--- src/rtl/sfe_pkg.sv ---
package sfe_pkg;
    localparam int REG_W  = 32;
    localparam int A_CTRL = 0;
    localparam int A_STAT = 1;
    localparam int A_FLA  = 2;
    localparam int A_KIND = 3;
    localparam int A_PRE  = 4;
    localparam int A_MLO  = 5;
    localparam int A_MHI  = 6;

    typedef enum logic [1:0] {PH_PRE, PH_OP, PH_ADR, PH_DAT} phase_e;
    typedef enum logic [2:0] {S_IDLE, S_LOAD, S_SHIFT, S_GAP, S_FIN} seq_st_e;
endpackage

--- src/rtl/sfe_shift.sv ---
module sfe_shift #(
    parameter int HALF_DIV = 2
) (
    input  logic       clk,
    input  logic       rst_n,
    input  logic       start_i,
    input  logic [7:0] tx_i,
    input  logic       miso_i,
    output logic       sck_o,
    output logic       mosi_o,
    output logic       busy_o,
    output logic       done_o,
    output logic [7:0] rx_o
);
    localparam int DW = $clog2(HALF_DIV + 1);

    typedef struct packed {
        logic          busy;
        logic          sck;
        logic [DW-1:0] div;
        logic [2:0]    bitn;
        logic [7:0]    tx;
        logic [7:0]    rx;
        logic          done;
    } sh_t;

    sh_t s_d, s_q;

    always_comb begin
        s_d      = s_q;
        s_d.done = 1'b0;
        if (start_i) begin
            s_d.busy = 1'b1;
            s_d.tx   = tx_i;
            s_d.bitn = '0;
            s_d.div  = '0;
            s_d.sck  = 1'b0;
        end else if (s_q.busy) begin
            if (s_q.div == DW'(HALF_DIV - 1)) begin
                s_d.div = '0;
                s_d.sck = ~s_q.sck;
                if (!s_q.sck) begin
                    s_d.rx = {s_q.rx[6:0], miso_i};
                end else if (s_q.bitn == 3'd7) begin
                    s_d.busy = 1'b0;
                    s_d.done = 1'b1;
                end else begin
                    s_d.bitn = s_q.bitn + 3'd1;
                    s_d.tx   = {s_q.tx[6:0], 1'b0};
                end
            end else begin
                s_d.div = s_q.div + DW'(1);
            end
        end
    end

    always_ff @(posedge clk or negedge rst_n) begin
        if (!rst_n) s_q <= '0;
        else        s_q <= s_d;
    end

    assign sck_o  = s_q.sck;
    assign mosi_o = s_q.tx[7];
    assign busy_o = s_q.busy;
    assign done_o = s_q.done;
    assign rx_o   = s_q.rx;

    // MOSI holds steady whenever SCK is high (mode 0)
    assert_mosi_hold_R2: assert property (@(posedge clk) disable iff (!rst_n)
        s_q.sck |-> $stable(mosi_o));
endmodule

--- src/rtl/sfe_regs.sv ---
module sfe_regs
    import sfe_pkg::*;
#(
    parameter  int BUF_BYTES = 64,
    parameter  int MENU_N    = 8,
    parameter  int ADDR_W    = 5,
    localparam int LEN_W     = $clog2(BUF_BYTES) + 1,
    localparam int BI_W      = $clog2(BUF_BYTES),
    localparam int IDX_W     = $clog2(MENU_N)
) (
    input  logic                            clk,
    input  logic                            rst_n,
    input  logic                            lock_i,
    input  logic                            wr_i,
    input  logic [ADDR_W-1:0]               addr_i,
    input  logic [REG_W-1:0]                wdata_i,
    output logic [REG_W-1:0]                rdata_o,
    output logic                            go_o,
    output logic [7:0]                      opcode_o,
    output logic [1:0]                      kind_o,
    output logic [7:0]                      prefix_o,
    output logic                            atomic_o,
    output logic                            den_o,
    output logic [LEN_W-1:0]                len_o,
    output logic [23:0]                     fla_o,
    output logic [BUF_BYTES-1:0][7:0]       buf_o,
    input  logic                            cap_we_i,
    input  logic [BI_W-1:0]                 cap_idx_i,
    input  logic [7:0]                      cap_byte_i,
    input  logic                            done_i
);
    localparam int BUF_WORDS = BUF_BYTES / 4;
    localparam int WW        = $clog2(BUF_WORDS);
    localparam int DATA_BASE = 1 << (ADDR_W - 1);

    typedef struct packed {
        logic [REG_W-1:0]        ctrl;
        logic [REG_W-1:0]        fla;
        logic [2*MENU_N-1:0]     kinds;
        logic [7:0]              prefix;
        logic [8*MENU_N-1:0]     menu;
        logic                    busy;
        logic                    done;
        logic                    err;
        logic [BUF_BYTES-1:0][7:0] dbuf;
    } regs_t;

    regs_t r_d, r_q;

    logic [IDX_W-1:0] go_idx;
    logic [LEN_W-1:0] go_len;
    logic             go_den;
    logic [1:0]       go_kind;
    logic             go_bad;
    logic             ctrl_wr;
    logic             data_sel;
    logic [WW-1:0]    woff;

    always_comb begin
        go_idx   = wdata_i[4 +: IDX_W];
        go_len   = wdata_i[8 +: LEN_W];
        go_den   = wdata_i[8 + LEN_W];
        go_kind  = r_q.kinds[{go_idx, 1'b0} +: 2];
        go_bad   = (go_len >= LEN_W'(BUF_BYTES)) || (!go_den && !go_kind[0]);
        ctrl_wr  = wr_i && (addr_i == ADDR_W'(A_CTRL));
        go_o     = ctrl_wr && wdata_i[0] && !r_q.busy && !go_bad;
        data_sel = addr_i[ADDR_W-1];
        woff     = addr_i[WW-1:0];
    end

    assign opcode_o = r_q.menu[{go_idx, 3'b000} +: 8];
    assign kind_o   = go_kind;
    assign prefix_o = r_q.prefix;
    assign atomic_o = wdata_i[2];
    assign den_o    = go_den;
    assign len_o    = go_len;
    assign fla_o    = r_q.fla[23:0];
    assign buf_o    = r_q.dbuf;

    always_comb begin
        r_d = r_q;
        if (wr_i) begin
            if (data_sel) begin
                if (!r_q.busy) begin
                    for (int b = 0; b < 4; b++) begin
                        r_d.dbuf[{woff, 2'(b)}] = wdata_i[8*b +: 8];
                    end
                end
            end else begin
                case (int'(addr_i))
                    A_CTRL: begin
                        if (!r_q.busy) begin
                            r_d.ctrl = {wdata_i[REG_W-1:1], 1'b0};
                            if (wdata_i[0]) begin
                                if (go_bad) r_d.err  = 1'b1;
                                else        r_d.busy = 1'b1;
                            end
                        end
                    end
                    A_STAT: begin
                        if (wdata_i[1]) r_d.done = 1'b0;
                        if (wdata_i[2]) r_d.err  = 1'b0;
                    end
                    A_FLA:  r_d.fla = wdata_i;
                    A_KIND: if (!lock_i) r_d.kinds = wdata_i[2*MENU_N-1:0];
                    A_PRE:  if (!lock_i) r_d.prefix = wdata_i[7:0];
                    A_MLO:  if (!lock_i) r_d.menu[31:0] = wdata_i;
                    A_MHI:  if (!lock_i) r_d.menu[8*MENU_N-1:32] = wdata_i[8*MENU_N-33:0];
                    default: ;
                endcase
            end
        end
        if (cap_we_i) r_d.dbuf[cap_idx_i] = cap_byte_i;
        if (done_i) begin
            r_d.busy = 1'b0;
            r_d.done = 1'b1;
        end
    end

    always_ff @(posedge clk or negedge rst_n) begin
        if (!rst_n) r_q <= '0;
        else        r_q <= r_d;
    end

    always_comb begin
        rdata_o = '0;
        if (data_sel) begin
            for (int b = 0; b < 4; b++) begin
                rdata_o[8*b +: 8] = r_q.dbuf[{woff, 2'(b)}];
            end
        end else begin
            case (int'(addr_i))
                A_CTRL: rdata_o = r_q.ctrl;
                A_STAT: rdata_o = {29'd0, r_q.err, r_q.done, r_q.busy};
                A_FLA:  rdata_o = r_q.fla;
                A_KIND: rdata_o[2*MENU_N-1:0] = r_q.kinds;
                A_PRE:  rdata_o[7:0] = r_q.prefix;
                A_MLO:  rdata_o = r_q.menu[31:0];
                A_MHI:  rdata_o[8*MENU_N-33:0] = r_q.menu[8*MENU_N-1:32];
                default: ;
            endcase
        end
    end

    // completion only arrives for a cycle that was accepted
    assert_done_needs_busy_R8: assert property (@(posedge clk) disable iff (!rst_n)
        done_i |-> r_q.busy);
    // an accepted start leaves the engine in progress
    assert_go_sets_busy_R8: assert property (@(posedge clk) disable iff (!rst_n)
        go_o |=> r_q.busy);
    // locked prefix register does not move on a write
    assert_lock_prefix_R10: assert property (@(posedge clk) disable iff (!rst_n)
        (lock_i && wr_i && addr_i == ADDR_W'(A_PRE)) |=> $stable(r_q.prefix));
endmodule

--- src/rtl/sfe_seq.sv ---
module sfe_seq
    import sfe_pkg::*;
#(
    parameter  int BUF_BYTES = 64,
    parameter  int GAP_CLKS  = 2,
    localparam int LEN_W     = $clog2(BUF_BYTES) + 1,
    localparam int BI_W      = $clog2(BUF_BYTES)
) (
    input  logic                      clk,
    input  logic                      rst_n,
    input  logic                      go_i,
    input  logic [7:0]                opcode_i,
    input  logic [1:0]                kind_i,
    input  logic [7:0]                prefix_i,
    input  logic                      atomic_i,
    input  logic                      den_i,
    input  logic [LEN_W-1:0]          len_i,
    input  logic [23:0]               fla_i,
    input  logic [BUF_BYTES-1:0][7:0] buf_i,
    output logic                      sh_start_o,
    output logic [7:0]                sh_tx_o,
    input  logic                      sh_busy_i,
    input  logic                      sh_done_i,
    input  logic [7:0]                sh_rx_i,
    output logic                      cs_n_o,
    output logic                      cap_we_o,
    output logic [BI_W-1:0]           cap_idx_o,
    output logic [7:0]                cap_byte_o,
    output logic                      done_o
);
    localparam int GW = $clog2(GAP_CLKS + 1);

    typedef struct packed {
        seq_st_e          st;
        phase_e           ph;
        logic [LEN_W-1:0] cnt;
        logic [GW-1:0]    gap;
        logic             cs_n;
        logic [7:0]       op;
        logic [7:0]       pre;
        logic [1:0]       kind;
        logic             den;
        logic [LEN_W-1:0] len;
        logic [23:0]      fla;
    } seq_t;

    seq_t s_d, s_q;
    logic [1:0] asel;
    logic       finish;

    always_comb begin
        asel = 2'd2 - s_q.cnt[1:0];
        unique case (s_q.ph)
            PH_PRE:  sh_tx_o = s_q.pre;
            PH_OP:   sh_tx_o = s_q.op;
            PH_ADR:  sh_tx_o = s_q.fla[{asel, 3'b000} +: 8];
            default: sh_tx_o = s_q.kind[0] ? buf_i[s_q.cnt[BI_W-1:0]] : 8'h00;
        endcase
    end

    assign cap_idx_o  = s_q.cnt[BI_W-1:0];
    assign cap_byte_o = sh_rx_i;
    assign cs_n_o     = s_q.cs_n;

    always_comb begin
        s_d        = s_q;
        sh_start_o = 1'b0;
        cap_we_o   = 1'b0;
        done_o     = 1'b0;
        finish     = 1'b0;
        unique case (s_q.st)
            S_IDLE: begin
                if (go_i) begin
                    s_d.op   = opcode_i;
                    s_d.pre  = prefix_i;
                    s_d.kind = kind_i;
                    s_d.den  = den_i;
                    s_d.len  = len_i;
                    s_d.fla  = fla_i;
                    s_d.cnt  = '0;
                    s_d.ph   = atomic_i ? PH_PRE : PH_OP;
                    s_d.st   = S_LOAD;
                end
            end
            S_LOAD: begin
                sh_start_o = 1'b1;
                s_d.cs_n   = 1'b0;
                s_d.st     = S_SHIFT;
            end
            S_SHIFT: begin
                if (sh_done_i) begin
                    s_d.st = S_LOAD;
                    unique case (s_q.ph)
                        PH_PRE: begin
                            s_d.cs_n = 1'b1;
                            s_d.gap  = '0;
                            s_d.ph   = PH_OP;
                            s_d.st   = S_GAP;
                        end
                        PH_OP: begin
                            s_d.cnt = '0;
                            if (s_q.kind[1])  s_d.ph = PH_ADR;
                            else if (s_q.den) s_d.ph = PH_DAT;
                            else              finish = 1'b1;
                        end
                        PH_ADR: begin
                            if (s_q.cnt == LEN_W'(2)) begin
                                s_d.cnt = '0;
                                if (s_q.den) s_d.ph = PH_DAT;
                                else         finish = 1'b1;
                            end else begin
                                s_d.cnt = s_q.cnt + LEN_W'(1);
                            end
                        end
                        default: begin
                            cap_we_o = !s_q.kind[0];
                            if (s_q.cnt == s_q.len) finish = 1'b1;
                            else s_d.cnt = s_q.cnt + LEN_W'(1);
                        end
                    endcase
                    if (finish) begin
                        s_d.cs_n = 1'b1;
                        s_d.st   = S_FIN;
                    end
                end
            end
            S_GAP: begin
                s_d.gap = s_q.gap + GW'(1);
                if (s_q.gap == GW'(GAP_CLKS - 1)) s_d.st = S_LOAD;
            end
            default: begin
                done_o = 1'b1;
                s_d.st = S_IDLE;
            end
        endcase
    end

    always_ff @(posedge clk or negedge rst_n) begin
        if (!rst_n) begin
            s_q      <= '0;
            s_q.st   <= S_IDLE;
            s_q.ph   <= PH_OP;
            s_q.cs_n <= 1'b1;
        end else begin
            s_q <= s_d;
        end
    end

    // the serial clock only runs inside a chip-select frame
    assert_sck_in_frame_R2: assert property (@(posedge clk) disable iff (!rst_n)
        sh_busy_i |-> !s_q.cs_n);
    // a start reaches the sequencer only when it is idle
    assert_go_when_idle_R8: assert property (@(posedge clk) disable iff (!rst_n)
        go_i |-> (s_q.st == S_IDLE));
endmodule

--- src/rtl/sfe_engine.sv ---
module sfe_engine
    import sfe_pkg::*;
#(
    parameter int BUF_BYTES = 64,
    parameter int MENU_N    = 8,
    parameter int ADDR_W    = 5,
    parameter int HALF_DIV  = 2,
    parameter int GAP_CLKS  = 2
) (
    input  logic              clk,
    input  logic              rst_n,
    input  logic              lock_i,
    input  logic              reg_wr_i,
    input  logic [ADDR_W-1:0] reg_addr_i,
    input  logic [REG_W-1:0]  reg_wdata_i,
    output logic [REG_W-1:0]  reg_rdata_o,
    output logic              spi_sck_o,
    output logic              spi_cs_n_o,
    output logic              spi_mosi_o,
    input  logic              spi_miso_i
);
    localparam int LEN_W = $clog2(BUF_BYTES) + 1;
    localparam int BI_W  = $clog2(BUF_BYTES);

    logic                      go;
    logic [7:0]                opcode, prefix, sh_tx, sh_rx, cap_byte;
    logic [1:0]                kind;
    logic                      atomic, den;
    logic [LEN_W-1:0]          len;
    logic [23:0]               fla;
    logic [BUF_BYTES-1:0][7:0] dbuf;
    logic                      cap_we, seq_done;
    logic [BI_W-1:0]           cap_idx;
    logic                      sh_start, sh_busy, sh_done;

    sfe_regs #(.BUF_BYTES(BUF_BYTES), .MENU_N(MENU_N), .ADDR_W(ADDR_W)) u_regs (
        .clk(clk), .rst_n(rst_n), .lock_i(lock_i),
        .wr_i(reg_wr_i), .addr_i(reg_addr_i), .wdata_i(reg_wdata_i), .rdata_o(reg_rdata_o),
        .go_o(go), .opcode_o(opcode), .kind_o(kind), .prefix_o(prefix),
        .atomic_o(atomic), .den_o(den), .len_o(len), .fla_o(fla), .buf_o(dbuf),
        .cap_we_i(cap_we), .cap_idx_i(cap_idx), .cap_byte_i(cap_byte), .done_i(seq_done)
    );

    sfe_seq #(.BUF_BYTES(BUF_BYTES), .GAP_CLKS(GAP_CLKS)) u_seq (
        .clk(clk), .rst_n(rst_n), .go_i(go), .opcode_i(opcode), .kind_i(kind),
        .prefix_i(prefix), .atomic_i(atomic), .den_i(den), .len_i(len), .fla_i(fla),
        .buf_i(dbuf), .sh_start_o(sh_start), .sh_tx_o(sh_tx), .sh_busy_i(sh_busy),
        .sh_done_i(sh_done), .sh_rx_i(sh_rx), .cs_n_o(spi_cs_n_o),
        .cap_we_o(cap_we), .cap_idx_o(cap_idx), .cap_byte_o(cap_byte), .done_o(seq_done)
    );

    sfe_shift #(.HALF_DIV(HALF_DIV)) u_shift (
        .clk(clk), .rst_n(rst_n), .start_i(sh_start), .tx_i(sh_tx), .miso_i(spi_miso_i),
        .sck_o(spi_sck_o), .mosi_o(spi_mosi_o), .busy_o(sh_busy), .done_o(sh_done), .rx_o(sh_rx)
    );
endmodule

--- config.mk ---
export PLATFORM = sky130hd
export DESIGN_NAME = sfe_engine
export DESIGN_NICKNAME = d
export VERILOG_FILES = /design/src/rtl/sfe_pkg.sv /design/src/rtl/sfe_shift.sv /design/src/rtl/sfe_regs.sv /design/src/rtl/sfe_seq.sv /design/src/rtl/sfe_engine.sv
export SDC_FILE = /design/constraint.sdc
export NUM_CORES = 2
export LEC_CHECK = 0
export BUFFER_PORTS_ARGS = -buffer_cell sky130_fd_sc_hd__buf_4
export CORE_MARGIN = 10
export CORE_UTILIZATION = 55
export DETAILED_ROUTE_END_ITERATION = 7
export PLACE_DENSITY_LB_ADDON = 0.08
export SLEW_MARGIN = 20
export SYNTH_ARGS = -nofsm -noshare
export SYNTH_HDL_FRONTEND = slang
export SYNTH_SLANG_ARGS = --single-unit
--- constraint.sdc ---
create_clock -name clk -period 6.3 [get_ports clk]
set_input_delay 0.63 -clock clk [delete_from_list [all_inputs] [get_ports clk]]
set_output_delay 0.63 -clock clk [all_outputs]
set_load 0.005 [all_outputs]
==> impl_metrics.tcl <==
set metrics [dict create \
    num_io_pins 77 \
    seq_area_frac_synth 0.433 \
    drc 0 \
    status "complete, no violations" \
    grt_pass1_vias 33500 \
    skew_ns 0.0185 \
    crit_fanout 94 \
    fin_crit_sh 0.692 \
    cts-root-buf "clkbuf_16" \
    ir_worst_vdd_mv 0.233 \
    cp.required_ns 5.67 \
    holdCritPathClass "primary input to async pin" \
    overflow 0 \
    antenna_found_initial 17 \
    die_w_um 302 \
    place.port_buffers 76 \
    synth_warnings 0 \
    numClockSinks 755 \
    yosys.area.top_type_share 0.432 \
    cts_buffers 85 \
    cts_tree "yes" \
    multi_input_area_sq_um 23300 \
    critPathBufInv 3 \
    cts_resized 0 \
    worst_setup_path_end_kind "output pin" \
    syn_inst 4091 \
    worstSetupPathType "primary input to output pin" \
    ys_ff_latch 755 \
    drtPass1Iterations 6 \
    drive_above_1_share 0.195 \
    ys_dominant_reg_cell "dfrtp_1" \
    synth_top_cell_by_area "dfrtp_1" \
    slowest_delay_ns 0.76 \
    crit_chain "buf_6 > buf_4 > mux4_2 > mux4_2 > nand2_1 > nand3_1 > buf_4" \
    crit_arrival_ns 3.73 \
    drt_iter0_drc 5596 \
    routed_via_density 7.14 \
    wl_per_cell_um 38.5 \
    syn_to_final_growth_pct 9.78 \
    die_y_um 302 \
    start_kind "primary input" \
    dieArea_sq_um 91000 \
    dp_hpwl_mm 133 \
    start_util 0.553 \
    rsz0062_at_grt "false" \
    nNetsFinal 3993 \
    power.total_mw 14.8 \
    critPathSlowestCell "buf_4" \
    ant_nets 0 \
    grt_pass1_wl_mm 271 \
    seq_area_sq_um 18900 \
    min_period_ns 4.36 \
    n_fill_cell 6579 \
    cts_buffer_depth 3 \
    fin_tns_setup_ns 0 \
    ctsHoldBuffers 0 \
    maxCapViolations 0 \
    critPathTopFamily "buffers and inverters" \
    synth_area_sq_um 43600 \
    hold_viol 0 \
    routabilityCongestion 1.08 \
    synthDistinctLibCells 67 \
    worst_pin_slew_ns 1.20 \
    path_clk_slew_ns 0.06 \
    synthTopCellsByArea "dfrtp_1, mux2i_1, mux4_2" \
    synthArstFlopShare 1.00 \
    post_cts_buffers 0 \
    synth-edff-count 0 \
    max_slew_margin 0.190 \
    grt_max_degree 173 \
    drv_slew 0 \
    worstSkewPairLatency_ns 0.67 \
    placementRows 103 \
    routed_wl_mm 195 \
    setup_viol 0 \
    power_density_nw_per_um2 308 \
    grt_use_total 0.421 \
    fmax_mhz 229 \
    cts.htree.levels 3 \
    core_sq_um 78900 \
    synth_fp_nets 4143 \
    vias 36100 \
    leakagePower_nw 19.5 \
    synth_area_per_cell_sq_um 10.7 \
]
## Yosys cell counts (4+ instances only)
cell	number
a221oi_1	33
nor2_1	598
a211oi_1	5
inv_1	14
a31oi_1	9
o21ai_0	40
mux2_1	35
a21o_1	6
o2bb2ai_1	15
a21oi_1	573
o31ai_1	5
nand2b_1	16
mux2_2	221
nand4_1	10
a2111oi_0	5
a22oi_1	82
ha_1	10
a21boi_0	4
nand2_1	169
clkbuf_1	291
nor4_1	9
dfrtp_1	753
a211o_1	6
nand3_1	40
o221ai_1	6
and3_1	7
a222oi_1	19
nor3_1	12
nand3b_1	5
nor3b_1	4
mux4_2	201
buf_1	49
a221o_1	24
mux2i_1	623
buf_2	66
o22ai_1	27
a22o_1	19
xnor2_1	10
and2_1	10
nor2b_1	17
## stage by stage
step	hold WS, ns	setup slack, ns	instances	util	instance area [sq um]
finish	0.00598	1.94	5064	0.608	47900
global route	0.0721	1.95	5058	0.607	47900
CTS	0.0490	2.09	5058	0.607	47900
detailed placement	0.458	2.09	4904	0.570	44900
global placement	0.450	2.10	4903	0.570	44900
floorplan	0.334	2.94	4091	-	43600
## layout by cell type, fill, tap and decap left out, types with 24 or more instances in the layout
cell type and instances:
mux2_1 35, a221o_1 24, mux4_2 201, buf_4 159, clkbuf_16 85, a21oi_1 573, nand3_1 38, clkbuf_8 28
a221oi_1 33, o21ai_0 40, mux2i_1 623, mux2_2 221, dfrtp_1 742, o22ai_1 27, nor2_1 585, a22oi_1 82
nand2_1 167
## layout make-up
| cell class | count | area share |
|---|---|---|
| repair buffers | 170 | 0.0291 |
| multi-input cells | 2915 | 0.486 |
| well taps | 1050 | 0.0274 |
| inverters | 14 | 0.00110 |
| clock buffers | 133 | 0.0540 |
| flip-flops and latches | 755 | 0.395 |
| diodes | 6 | 0.000313 |
| clock inverters | 21 | 0.00752 |
## sequential cells by signal, summed over array words and instances (netlist names), 6 cells and up
| signal | flops |
|---|---|
| u_regs.buf_o | 512 |
| u_regs.fla_o | 24 |
| u_regs.prefix_o | 8 |
| u_regs.r_q | 122 |
| u_seq.cap_idx_o | 6 |
| u_seq.s_q | 58 |
| u_shift.rx_o | 8 |
| u_shift.s_q | 12 |
## path summary, 6_finish.rpt
check | start | to | slack, ns | depth (start not counted)
worst max-delay path | reg_addr_i[1] | reg_rdata_o[26] | 1.94 | 7
worst min-delay path | rst_n | u_regs.fla_o[17] | 0.006 | 1
worst max register to register | u_seq.cap_idx_o[0] | u_shift.mosi_o | 2.11 | 7
worst min register to register | u_seq.cs_n_o | u_seq.cs_n_o | 0.47 | 2
max in group asynchronous | rst_n | u_regs.buf_o[110] | 4.77 | 2
min in group clk | spi_miso_i | u_shift.rx_o[0] | 0.21 | 2
## kinds of logic after synthesis
| family | Yosys count | share of synthesized area |
|---|---|---|
| AOI/OAI and AO/OA | 902 | 0.124 |
| xor gates and xnor gates | 10 | 0.00201 |
| adders and majority gates | 10 | 0.00287 |
| buffers and inverters | 421 | 0.0382 |
| DFF | 755 | 0.433 |
| muxes | 1080 | 0.313 |
| and+or+nand+nor | 913 | 0.0869 |
## report_power, final
group | switching (mW) | internal [mW]
clock network | 2.19 | 3.12
registers | 1.06 | 5.64
logic | 1.47 | 1.27
total | 4.72 | 10.0
## per-layer routing
metal / wire, um / vias up / GRT usage / share of wire
met4: 16600 / 18 / 0.285 / 0.085
met3: 24900 / 681 / 0.138 / 0.13
met5: 114 / - / 0 / 0.00058
li1: - / 14700 / - / -
met2: 81000 / 2799 / 0.596 / 0.42
met1: 72500 / 17900 / 0.547 / 0.37
Note: power is estimated with default switching activity, not from simulation.
